--- src/rtl/idp_pkg.sv ---
package idp_pkg;
  typedef enum logic [2:0] {
    BS_IDLE, BS_ADDR, BS_AACK, BS_WRX, BS_WACK, BS_RTX, BS_RACK
  } bus_st_t;

  typedef enum logic [1:0] {
    PS_CTRL, PS_ONE, PS_STREAM
  } parse_st_t;

  localparam logic [4:0] DEV_ID  = 5'b01111;
  localparam int         CO_BIT  = 7;
  localparam int         DC_BIT  = 6;
endpackage

--- src/rtl/idp_line_sync.sv ---
module idp_line_sync #(
  parameter int STAGES = 2
) (
  input  logic clk,
  input  logic rst,
  input  logic scl_i,
  input  logic sda_i,
  output logic sda_s,
  output logic scl_rise,
  output logic scl_fall,
  output logic start_det,
  output logic stop_det
);
  logic [STAGES:0] scl_pipe;
  logic [STAGES:0] sda_pipe;
  logic scl_now, scl_prev, sda_now, sda_prev;

  always_ff @(posedge clk) begin
    if (rst) begin
      scl_pipe <= '1;
      sda_pipe <= '1;
    end else begin
      scl_pipe <= {scl_pipe[STAGES-1:0], scl_i};
      sda_pipe <= {sda_pipe[STAGES-1:0], sda_i};
    end
  end

  assign scl_now  = scl_pipe[STAGES-1];
  assign scl_prev = scl_pipe[STAGES];
  assign sda_now  = sda_pipe[STAGES-1];
  assign sda_prev = sda_pipe[STAGES];

  assign sda_s     = sda_now;
  assign scl_rise  = scl_now & ~scl_prev;
  assign scl_fall  = ~scl_now & scl_prev;
  assign start_det = scl_now & scl_prev & sda_prev & ~sda_now;
  assign stop_det  = scl_now & scl_prev & ~sda_prev & sda_now;
endmodule

--- src/rtl/idp_bit_engine.sv ---
module idp_bit_engine
  import idp_pkg::*;
(
  input  logic       clk,
  input  logic       rst,
  input  logic       sda_s,
  input  logic       scl_rise,
  input  logic       scl_fall,
  input  logic       start_det,
  input  logic       stop_det,
  input  logic [1:0] sa_sel,
  input  logic [7:0] tx_byte,
  output logic       sda_oe,
  output logic       rx_valid,
  output logic [7:0] rx_data,
  output logic       frame_evt
);
  bus_st_t    state;
  logic [2:0] cnt;
  logic [7:0] rx_sr;
  logic [7:0] tx_sr;
  logic       full;
  logic       rw;
  logic       nack;

  always_ff @(posedge clk) begin
    rx_valid  <= 1'b0;
    frame_evt <= 1'b0;
    if (rst) begin
      state   <= BS_IDLE;
      cnt     <= '0;
      rx_sr   <= '0;
      tx_sr   <= '0;
      rx_data <= '0;
      full    <= 1'b0;
      rw      <= 1'b0;
      nack    <= 1'b0;
      sda_oe  <= 1'b0;
    end else if (start_det) begin
      state     <= BS_ADDR;
      cnt       <= '0;
      full      <= 1'b0;
      sda_oe    <= 1'b0;
      frame_evt <= 1'b1;
    end else if (stop_det) begin
      state     <= BS_IDLE;
      full      <= 1'b0;
      sda_oe    <= 1'b0;
      frame_evt <= 1'b1;
    end else begin
      case (state)
        BS_ADDR, BS_WRX: begin
          if (scl_rise) begin
            rx_sr <= {rx_sr[6:0], sda_s};
            cnt   <= cnt + 3'd1;
            if (cnt == 3'd7) full <= 1'b1;
          end else if (scl_fall && full) begin
            full <= 1'b0;
            if (state == BS_ADDR) begin
              if (rx_sr[7:3] == DEV_ID && rx_sr[2:1] == sa_sel) begin
                sda_oe <= 1'b1;
                rw     <= rx_sr[0];
                state  <= BS_AACK;
              end else begin
                state <= BS_IDLE;
              end
            end else begin
              sda_oe   <= 1'b1;
              rx_valid <= 1'b1;
              rx_data  <= rx_sr;
              state    <= BS_WACK;
            end
          end
        end
        BS_AACK: begin
          if (scl_fall) begin
            cnt <= '0;
            if (rw) begin
              tx_sr  <= tx_byte;
              sda_oe <= ~tx_byte[7];
              state  <= BS_RTX;
            end else begin
              sda_oe <= 1'b0;
              state  <= BS_WRX;
            end
          end
        end
        BS_WACK: begin
          if (scl_fall) begin
            sda_oe <= 1'b0;
            cnt    <= '0;
            state  <= BS_WRX;
          end
        end
        BS_RTX: begin
          if (scl_fall) begin
            if (cnt == 3'd7) begin
              sda_oe <= 1'b0;
              state  <= BS_RACK;
            end else begin
              cnt    <= cnt + 3'd1;
              tx_sr  <= {tx_sr[6:0], 1'b0};
              sda_oe <= ~tx_sr[6];
            end
          end
        end
        BS_RACK: begin
          if (scl_rise) begin
            nack <= sda_s;
          end else if (scl_fall) begin
            if (nack) begin
              state <= BS_IDLE;
            end else begin
              tx_sr  <= tx_byte;
              sda_oe <= ~tx_byte[7];
              cnt    <= '0;
              state  <= BS_RTX;
            end
          end
        end
        default: state <= BS_IDLE;
      endcase
    end
  end
endmodule

--- src/rtl/idp_cmd_router.sv ---
module idp_cmd_router
  import idp_pkg::*;
#(
  parameter int AW       = 10,
  parameter int MAX_ADDR = 815
) (
  input  logic          clk,
  input  logic          rst,
  input  logic          rx_valid,
  input  logic [7:0]    rx_data,
  input  logic          frame_evt,
  input  logic          ptr_load,
  input  logic [AW-1:0] ptr_load_addr,
  input  logic [7:0]    status_in,
  output logic [7:0]    tx_byte,
  output logic [7:0]    cmd_data,
  output logic          cmd_valid,
  output logic [AW-1:0] ram_addr,
  output logic [7:0]    ram_data,
  output logic          ram_we
);
  localparam logic [AW-1:0] PTR_MAX = AW'(MAX_ADDR);

  parse_st_t     state;
  logic          dc;
  logic          last_dc;
  logic [AW-1:0] ptr;
  logic          data_byte;
  logic [AW-1:0] ptr_next;

  assign data_byte = rx_valid && !frame_evt && state != PS_CTRL;
  assign ptr_next  = (ptr == PTR_MAX) ? '0 : ptr + 1'b1;
  assign tx_byte   = last_dc ? 8'h00 : status_in;

  always_ff @(posedge clk) begin
    cmd_valid <= 1'b0;
    ram_we    <= 1'b0;
    if (rst) begin
      state    <= PS_CTRL;
      dc       <= 1'b0;
      last_dc  <= 1'b0;
      cmd_data <= '0;
      ram_addr <= '0;
      ram_data <= '0;
    end else if (frame_evt) begin
      state <= PS_CTRL;
    end else if (rx_valid) begin
      if (state == PS_CTRL) begin
        dc      <= rx_data[DC_BIT];
        last_dc <= rx_data[DC_BIT];
        state   <= rx_data[CO_BIT] ? PS_ONE : PS_STREAM;
      end else begin
        if (dc) begin
          ram_we   <= 1'b1;
          ram_addr <= ptr;
          ram_data <= rx_data;
        end else begin
          cmd_valid <= 1'b1;
          cmd_data  <= rx_data;
        end
        if (state == PS_ONE) state <= PS_CTRL;
      end
    end
  end

  always_ff @(posedge clk) begin
    if (rst)                   ptr <= '0;
    else if (ptr_load)         ptr <= ptr_load_addr;
    else if (data_byte && dc)  ptr <= ptr_next;
  end
endmodule

--- src/rtl/i2c_disp_parser.sv ---
module i2c_disp_parser #(
  parameter int AW          = 10,
  parameter int MAX_ADDR    = 815,
  parameter int SYNC_STAGES = 2
) (
  input  logic          clk,
  input  logic          rst,
  input  logic          scl_i,
  input  logic          sda_i,
  output logic          sda_o,
  output logic          sda_oe,
  input  logic [1:0]    sa_sel,
  input  logic          ptr_load,
  input  logic [AW-1:0] ptr_load_addr,
  input  logic [7:0]    status_in,
  output logic [7:0]    cmd_data,
  output logic          cmd_valid,
  output logic [AW-1:0] ram_addr,
  output logic [7:0]    ram_data,
  output logic          ram_we
);
  logic       sda_s, scl_rise, scl_fall, start_det, stop_det;
  logic       rx_valid, frame_evt;
  logic [7:0] rx_data, tx_byte;

  assign sda_o = 1'b0;

  idp_line_sync #(.STAGES(SYNC_STAGES)) sync_i (
    .clk(clk), .rst(rst), .scl_i(scl_i), .sda_i(sda_i),
    .sda_s(sda_s), .scl_rise(scl_rise), .scl_fall(scl_fall),
    .start_det(start_det), .stop_det(stop_det)
  );

  idp_bit_engine engine_i (
    .clk(clk), .rst(rst), .sda_s(sda_s), .scl_rise(scl_rise),
    .scl_fall(scl_fall), .start_det(start_det), .stop_det(stop_det),
    .sa_sel(sa_sel), .tx_byte(tx_byte), .sda_oe(sda_oe),
    .rx_valid(rx_valid), .rx_data(rx_data), .frame_evt(frame_evt)
  );

  idp_cmd_router #(.AW(AW), .MAX_ADDR(MAX_ADDR)) router_i (
    .clk(clk), .rst(rst), .rx_valid(rx_valid), .rx_data(rx_data),
    .frame_evt(frame_evt), .ptr_load(ptr_load),
    .ptr_load_addr(ptr_load_addr), .status_in(status_in),
    .tx_byte(tx_byte), .cmd_data(cmd_data), .cmd_valid(cmd_valid),
    .ram_addr(ram_addr), .ram_data(ram_data), .ram_we(ram_we)
  );
endmodule

--- config.mk ---
export PLATFORM = sky130hd
export DESIGN_NAME = i2c_disp_parser
export DESIGN_NICKNAME = d
export VERILOG_FILES = /design/src/rtl/idp_pkg.sv /design/src/rtl/idp_line_sync.sv /design/src/rtl/idp_bit_engine.sv /design/src/rtl/idp_cmd_router.sv /design/src/rtl/i2c_disp_parser.sv
export SDC_FILE = /design/constraint.sdc
export NUM_CORES = 1
export LEC_CHECK = 0
export BUFFER_PORTS_ARGS = -buffer_cell sky130_fd_sc_hd__buf_2
export CAP_MARGIN = 20
export CELL_PAD_IN_SITES_DETAIL_PLACEMENT = 2
export CELL_PAD_IN_SITES_GLOBAL_PLACEMENT = 2
export CORE_MARGIN = 2
export CORE_UTILIZATION = 37
export DETAILED_ROUTE_END_ITERATION = 10
export HOLD_SLACK_MARGIN = 0.06
export PLACE_DENSITY = 0.89
export RECOVER_POWER = 50
export SLEW_MARGIN = 30
export SYNTH_ARGS = -nofsm -noshare
export SYNTH_HDL_FRONTEND = slang
export SYNTH_HIERARCHICAL = 1
export SYNTH_SLANG_ARGS = --single-unit
--- constraint.sdc ---
create_clock -name clk -period 4.2 [get_ports clk]
set_input_delay 0.63 -clock clk [delete_from_list [all_inputs] [get_ports clk]]
set_output_delay 0.63 -clock clk [all_outputs]
set_load 0.05 [all_outputs]
# After elaboration in Yosys (flattened, before gate mapping)
# Cells that the tools add are included.
word_totals:
  inputBits: 25
  elab_cells: 175
  ff_bits: 82
classes:
  reduce_logical: 35
  n_bitwise: 23
  n_mux: 59
  eq_ne: 34
  add_sub_neg: 2
op_table:
  columns: ["cell", "count"]
  rows:
  - ["$mux 3", 18]
  - ["$mux 7", 7]
  - ["$mux 10", 3]
  - ["$ne 4x1->1 const B", 6]
  - ["$mux 1", 22]
  - ["$pmux 7 s3", 1]
  - ["$reduce_and 10->1", 2]
  - ["$ne 2x1->1 const B", 9]
  - ["$not 1->1", 16]
  - ["$reduce_and 4->1", 4]
  - ["$reduce_and 8->1", 2]
  - ["$pmux 3 s5", 1]
  - ["$eq 3x3->1 const B", 4]
  - ["$pmux 3 s4", 1]
  - ["$add 10x1->10 const B", 1]
  - ["$eq 10x10->1 const B", 1]
  - ["$ne 2x2->1 const B", 5]
  - ["$reduce_and 9->1", 1]
  - ["$mux 2", 4]
  - ["$mux 8", 1]
  - ["$ne 4x4->1 const B", 2]
  - ["$reduce_bool 2->1", 4]
  - ["$reduce_or 2->1", 4]
  - ["$and 1x1->1", 7]
  - ["other kinds (21)", 27]

# Longest topological paths before layout
depth:
  depth_word: 9
  ltp_mapped: 8

# By module
# Netlist, hierarchy kept.
by_module_without_submodules:
  columns: ["module", "cells_each", "area_per_inst_um2", "instances"]
  rows:
  - ["idp_cmd_router", 219, 1868.0, 1]
  - ["idp_bit_engine", 194, 1746.7, 1]
  - ["idp_line_sync", 16, 190.2, 1]
  - ["i2c_disp_parser", 2, 11.3, 1]

# Least setup slack after synthesis
# OpenSTA, ideal clock, no wires.
synth_path:
  path_type: "register -> register"
  startpoint: "register engine_i.cnt[0]"
  endpoint: "register engine_i.tx_sr[3]"
  required_ns: 4.112
  path_buffers: 1
  stages_incl_launch_ff: 8
  t_arrival_ns: 1.685
  setup_ns: 0.088
  path_slack_ns: 2.426
  period_less_slack_ns: 1.774
  cell_sequence: "dfxtp_1 > ha_1 > ha_1 > o2bb2ai_4 > a221oi_4 > buf_6 > nor2_1 > a311oi_2"
synth_via:
  elab_chain_len: 3
synth_lines:
  columns: ["element", "line", "rtl"]
  rows:
  - ["start: declaration", "idp_bit_engine.sv:19", "logic [2:0] cnt;"]
  - ["start signal: assignment", "idp_bit_engine.sv:55", "cnt <= cnt + 3'd1;"]
  - ["start signal: assignment", "idp_bit_engine.sv:101", "cnt <= cnt + 3'd1;"]
  - ["$eq 3x3->1", "idp_bit_engine.sv:97", "if (cnt == 3'd7) begin"]
  - ["$ne 2x2->1 (no source line)", null, null]
  - ["$reduce_and 10->1 (no source line)", null, null]
  - ["end signal: assignment", "idp_bit_engine.sv:79", "tx_sr <= tx_byte;"]
  - ["end signal: assignment", "idp_bit_engine.sv:102", "tx_sr <= {tx_sr[6:0], 1'b0};"]
  - ["end signal: assignment", "idp_bit_engine.sv:114", "tx_sr <= tx_byte;"]
  - ["end: declaration", "idp_bit_engine.sv:21", "logic [7:0] tx_sr;"]
# Every way passes these cells.
# A chain may end at the register's enable or synchronous reset.

# Worst setup path after layout
layout_path:
  startpoint: "register engine_i.state[2]"
  endpoint: "register engine_i.tx_sr[1]"
layout_via:
  elab_chain_len: 3
  elab_cells_between_ends: 13
layout_lines:
  columns: ["element", "line", "rtl"]
  rows:
  - ["start: declaration", "idp_bit_engine.sv:18", "bus_st_t state;"]
  - ["start signal: assignment", "idp_bit_engine.sv:30", "state <= BS_IDLE;"]
  - ["start signal: assignment", "idp_bit_engine.sv:40", "state <= BS_ADDR;"]
  - ["start signal: assignment", "idp_bit_engine.sv:46", "state <= BS_IDLE;"]
  - ["$eq 3x3->1 / $eq 3x2->1 (equally long branches)", "idp_bit_engine.sv:51", "case (state)"]
  - ["$ne 2x2->1 (no source line), or another cell as far along", null, null]
  - ["$reduce_and 10->1 (no source line)", null, null]
# Several ways; a longest one is shown, not always the timed one.

==> metrics <==
buffer depth of the longest clock path 2; placed cell count 590; final clock skew approximately 0.019 ns; number of antenna violations at the first check in global routing 0; non-filler instance count after layout around 610; clock transition at the registers of the reported paths approximately 0.10 ns; required time of the worst setup path roughly 4.5 ns; Synth Area in Simple Gates between 20 and 30%; largest family of logic cells by synthesized area simple AND/OR/NAND/NOR gates; maximum clock rate 365 MHz; fraction of layout instances using a drive strength above 1 around 11%; critical path data arrival time roughly 3 ns; Min-Delay Path Class primary input to flip-flop; Starting Density around 37%; hold violation count in the final report 0; largest fanout on the critical path 15; CORE AREA about 0.010 mm²; Power per Cell Area 345 mW/mm²; area overhead of the layout relative to synthesis 11.3%; Synth Warn # 6; post-synthesis net count 459; Max VDD drop between 0.0002 and 0.00025 V; synthesized cell area 0.00382 mm²; area fraction in compound gates after synthesis approximately 16%; top post-synthesis cells by area sky130_fd_sc_hd__dfxtp_1 (43%), sky130_fd_sc_hd__mux2i_1 (7.6%), sky130_fd_sc_hd__nand2_1 (5.5%), sky130_fd_sc_hd__nor2_1 (4.6%), sky130_fd_sc_hd__a21oi_1 (3.8%); setup repair after global routing missed its margin no; share of the synthesized area in the top cell type 43.0%; adder-cell area share of the yosys netlist 0.984%; total die area approximately 0.011 mm²; mean post-synth cell area 8.85 µm²; global-route wire length before repair between 15 and 20 mm; HPWL after DPL 7.77 mm; post-synthesis share of cell area spent on xor and xnor gates around 1.1%; total negative slack for setup checks 0 ns; Initial DRT Pass Iterations 4; Horiz. Die Dim around 110 µm; CTS sink cnt 82; pin count of the biggest net entering global routing 56; vias per inst roughly 5.6; Die Y-Extent 106 µm; category of the worst setup path launch point flip-flop; number of buffers created by CTS 9; critical hold path startpoint scl_i; Slew headroom 15.4%; run status completed; flip-flop and latch count after synthesis 82; static leakage roughly 1.6 nW; WHS Endpoint sync_i/scl_pipe[0]$_SDFF_PP1_; number of nets with antenna violations after routing 0; proportion of synthesized area in mux cells around 7.6%; Total Routing Usage GR ~22%; proportion of synthesized flip-flops having asynchronous set or reset 0%; routed via count roughly 3.4k; setup repair bufs after CTS 0; latest clock arrival within the worst-skew pair ~0.37 ns; final wirelength between 10 and 15 mm; number of enable flip-flop cells after synthesis 0; post-synth top area cell sky130_fd_sc_hd__dfxtp_1; Critical Path End Type flip-flop; post-DR wirelength/cell between 15 and 20 µm; Inserted Diodes 0; part of the Yosys area used for sequential elements 43.0%; Final Slew Violations 0; type of the worst setup path flip-flop to flip-flop; number of violations of the max-capacitance limit 0; Reg-to-Reg Start engine_i/state[2]$_SDFFE_PP0P_; Cell Rows 37; minimum clock period roughly 2.7 ns; weighted congestion reported at the end of routability-driven placement 0.805; Slew @ Worst Pin ~1.3 ns; final critical-path share of the clock period around 65%; Clock H-tree levels 3; number of instances on the worst hold path 2; Netlist cell types 65; most used flip-flop cell after synthesis sky130_fd_sc_hd__dfxtp_1; number of buffers inserted by port buffering 53; vias in the first global route about 3.7k; Worst Hold Margin ~0.43 ns; Setup-failing EPs final 0; CTS Hold Bufs 0; CTS tree done; Layout Nets 493; reg2reg end engine_i/tx_sr[1]$_SDFFE_PP0P_; Congestion Overflow GR 0; first-iteration detailed-routing DRC count ~110; gate count after technology mapping 431; total I/O pin count 55; root cell of the clock tree sky130_fd_sc_hd__clkbuf_8; final routed DRC violation total 0; worst r2r path cells 5; number of gates resized after CTS 0; register-to-register path setup slack ~1.5 ns
-- placed cells by master, fill, tap and decap left out, types with 7 or more instances in the layout --
master / synthesis / layout
sky130_fd_sc_hd__nand3_1: 16 / 16
sky130_fd_sc_hd__nand2_1: 56 / 56
sky130_fd_sc_hd__dfxtp_1: 82 / 82
sky130_fd_sc_hd__mux2i_1: 29 / 29
sky130_fd_sc_hd__inv_1: 10 / 10
sky130_fd_sc_hd__buf_2: 9 / 23
sky130_fd_sc_hd__nand4_1: 7 / 7
sky130_fd_sc_hd__or2_1: 8 / 8
sky130_fd_sc_hd__a21oi_1: 29 / 29
sky130_fd_sc_hd__nor2_1: 47 / 47
sky130_fd_sc_hd__nor2b_1: 17 / 17
sky130_fd_sc_hd__clkbuf_8: 0 / 9
sky130_fd_sc_hd__clkbuf_1: 13 / 30
-- layer usage --
metal	track usage, %	share of wire, %
met2	40.4	53
met5	0	0
met1	25.3	41
met4	6.77	2.1
met3	4.51	3.3
-- worst max-delay path, stage by stage, from the launching register on --
cell and delay (ns):
sky130_fd_sc_hd__dfxtp_1 0.71, sky130_fd_sc_hd__nor2b_1 0.65, sky130_fd_sc_hd__nand2_4 0.19, sky130_fd_sc_hd__a221oi_4 0.65, sky130_fd_sc_hd__nor2_1 0.14, sky130_fd_sc_hd__a311oi_1 0.29
-- logic make-up after synthesis --
kind of cell / after synthesis
buffers and inverters: 41
and+or+nand+nor: 191
AOI/OAI and AO/OA: 79
xor gates and xnor gates: 5
DFF: 82
adders and majority gates: 3
other: 1
muxes: 29
-- report_power, final --
part           total (mW)  switching, mW  leakage, nW  internal, mW
sequential          0.805         0.0178        0.664         0.787
combinational      0.0722         0.0444        0.866        0.0278
clock               0.590          0.352        0.103         0.238
total                1.47          0.414         1.63          1.05
-- sequential cells by signal (all words and copies together) (netlist names), 2 cells and up --
name / cells
router_i/ram_addr: 10
sync_i/scl_pipe: 3
engine_i/state: 3
engine_i/rx_sr: 8
engine_i/tx_sr: 7
engine_i/rx_data: 8
engine_i/cnt: 3
router_i/ptr: 10
router_i/state: 2
router_i/cmd_data: 8
sync_i/sda_pipe: 3
router_i/ram_data: 8
-- worst max-delay path by stage --
stage,start,end,slack (ns),depth (start not counted)
floorplan,engine_i/cnt[0]$_SDFFE_PP0P_,engine_i/tx_sr[3]$_SDFFE_PP0P_,2.43,7
CTS,engine_i/state[2]$_SDFFE_PP0P_,engine_i/tx_sr[3]$_SDFFE_PP0P_,1.46,5
finish,engine_i/state[2]$_SDFFE_PP0P_,engine_i/tx_sr[1]$_SDFFE_PP0P_,1.46,5
detailed placement,engine_i/state[2]$_SDFFE_PP0P_,engine_i/tx_sr[3]$_SDFFE_PP0P_,1.51,5
global route,engine_i/state[2]$_SDFFE_PP0P_,engine_i/tx_sr[1]$_SDFFE_PP0P_,1.28,5
global placement,engine_i/state[2]$_SDFFE_PP0P_,engine_i/tx_sr[3]$_SDFFE_PP0P_,1.79,5
-- final cells by class --
type	instances	area, µm²
clock inverters	7	76.3
multi-input cells	308	1970
fillers	1179	5940
repair buffers	54	233
clock buffers	9	124
flip-flops and latches	82	1640
inverters	10	37.5
well taps	136	170
-- through the flow --
step / power (mW) / setup slack [ns] / util [%] / cell area [µm²]
6_report: 1.47 / 1.46 / 41.7 / 4250
3_3_place_gp: 0.888 / 1.79 / 40.2 / 4090
2_1_floorplan: 0.867 / 2.43 / - / 3820
3_5_place_dp: 0.894 / 1.51 / 40.2 / 4090
5_1_grt: 1.52 / 1.28 / 41.7 / 4250
4_1_cts: 1.49 / 1.46 / 42.2 / 4290
-- synthesized netlist by cell type (all sizes together), types with 3 or more instances --
master  count
mux2i      29
nor2b      17
nor2       47
inv        10
nand2      57
a221oi      6
o21ai       7
a21oi      29
nand3b      5
a311oi      7
nor3        5
a22o        4
dfxtp      82
and3        5
clkbuf     13
buf        18
ha          3
nand4       7
or2         8
nand3      17
nand2b      4
and4        3
xor2        4
a31oi       6
No activity file was read; power rests on OpenSTA's default activity.
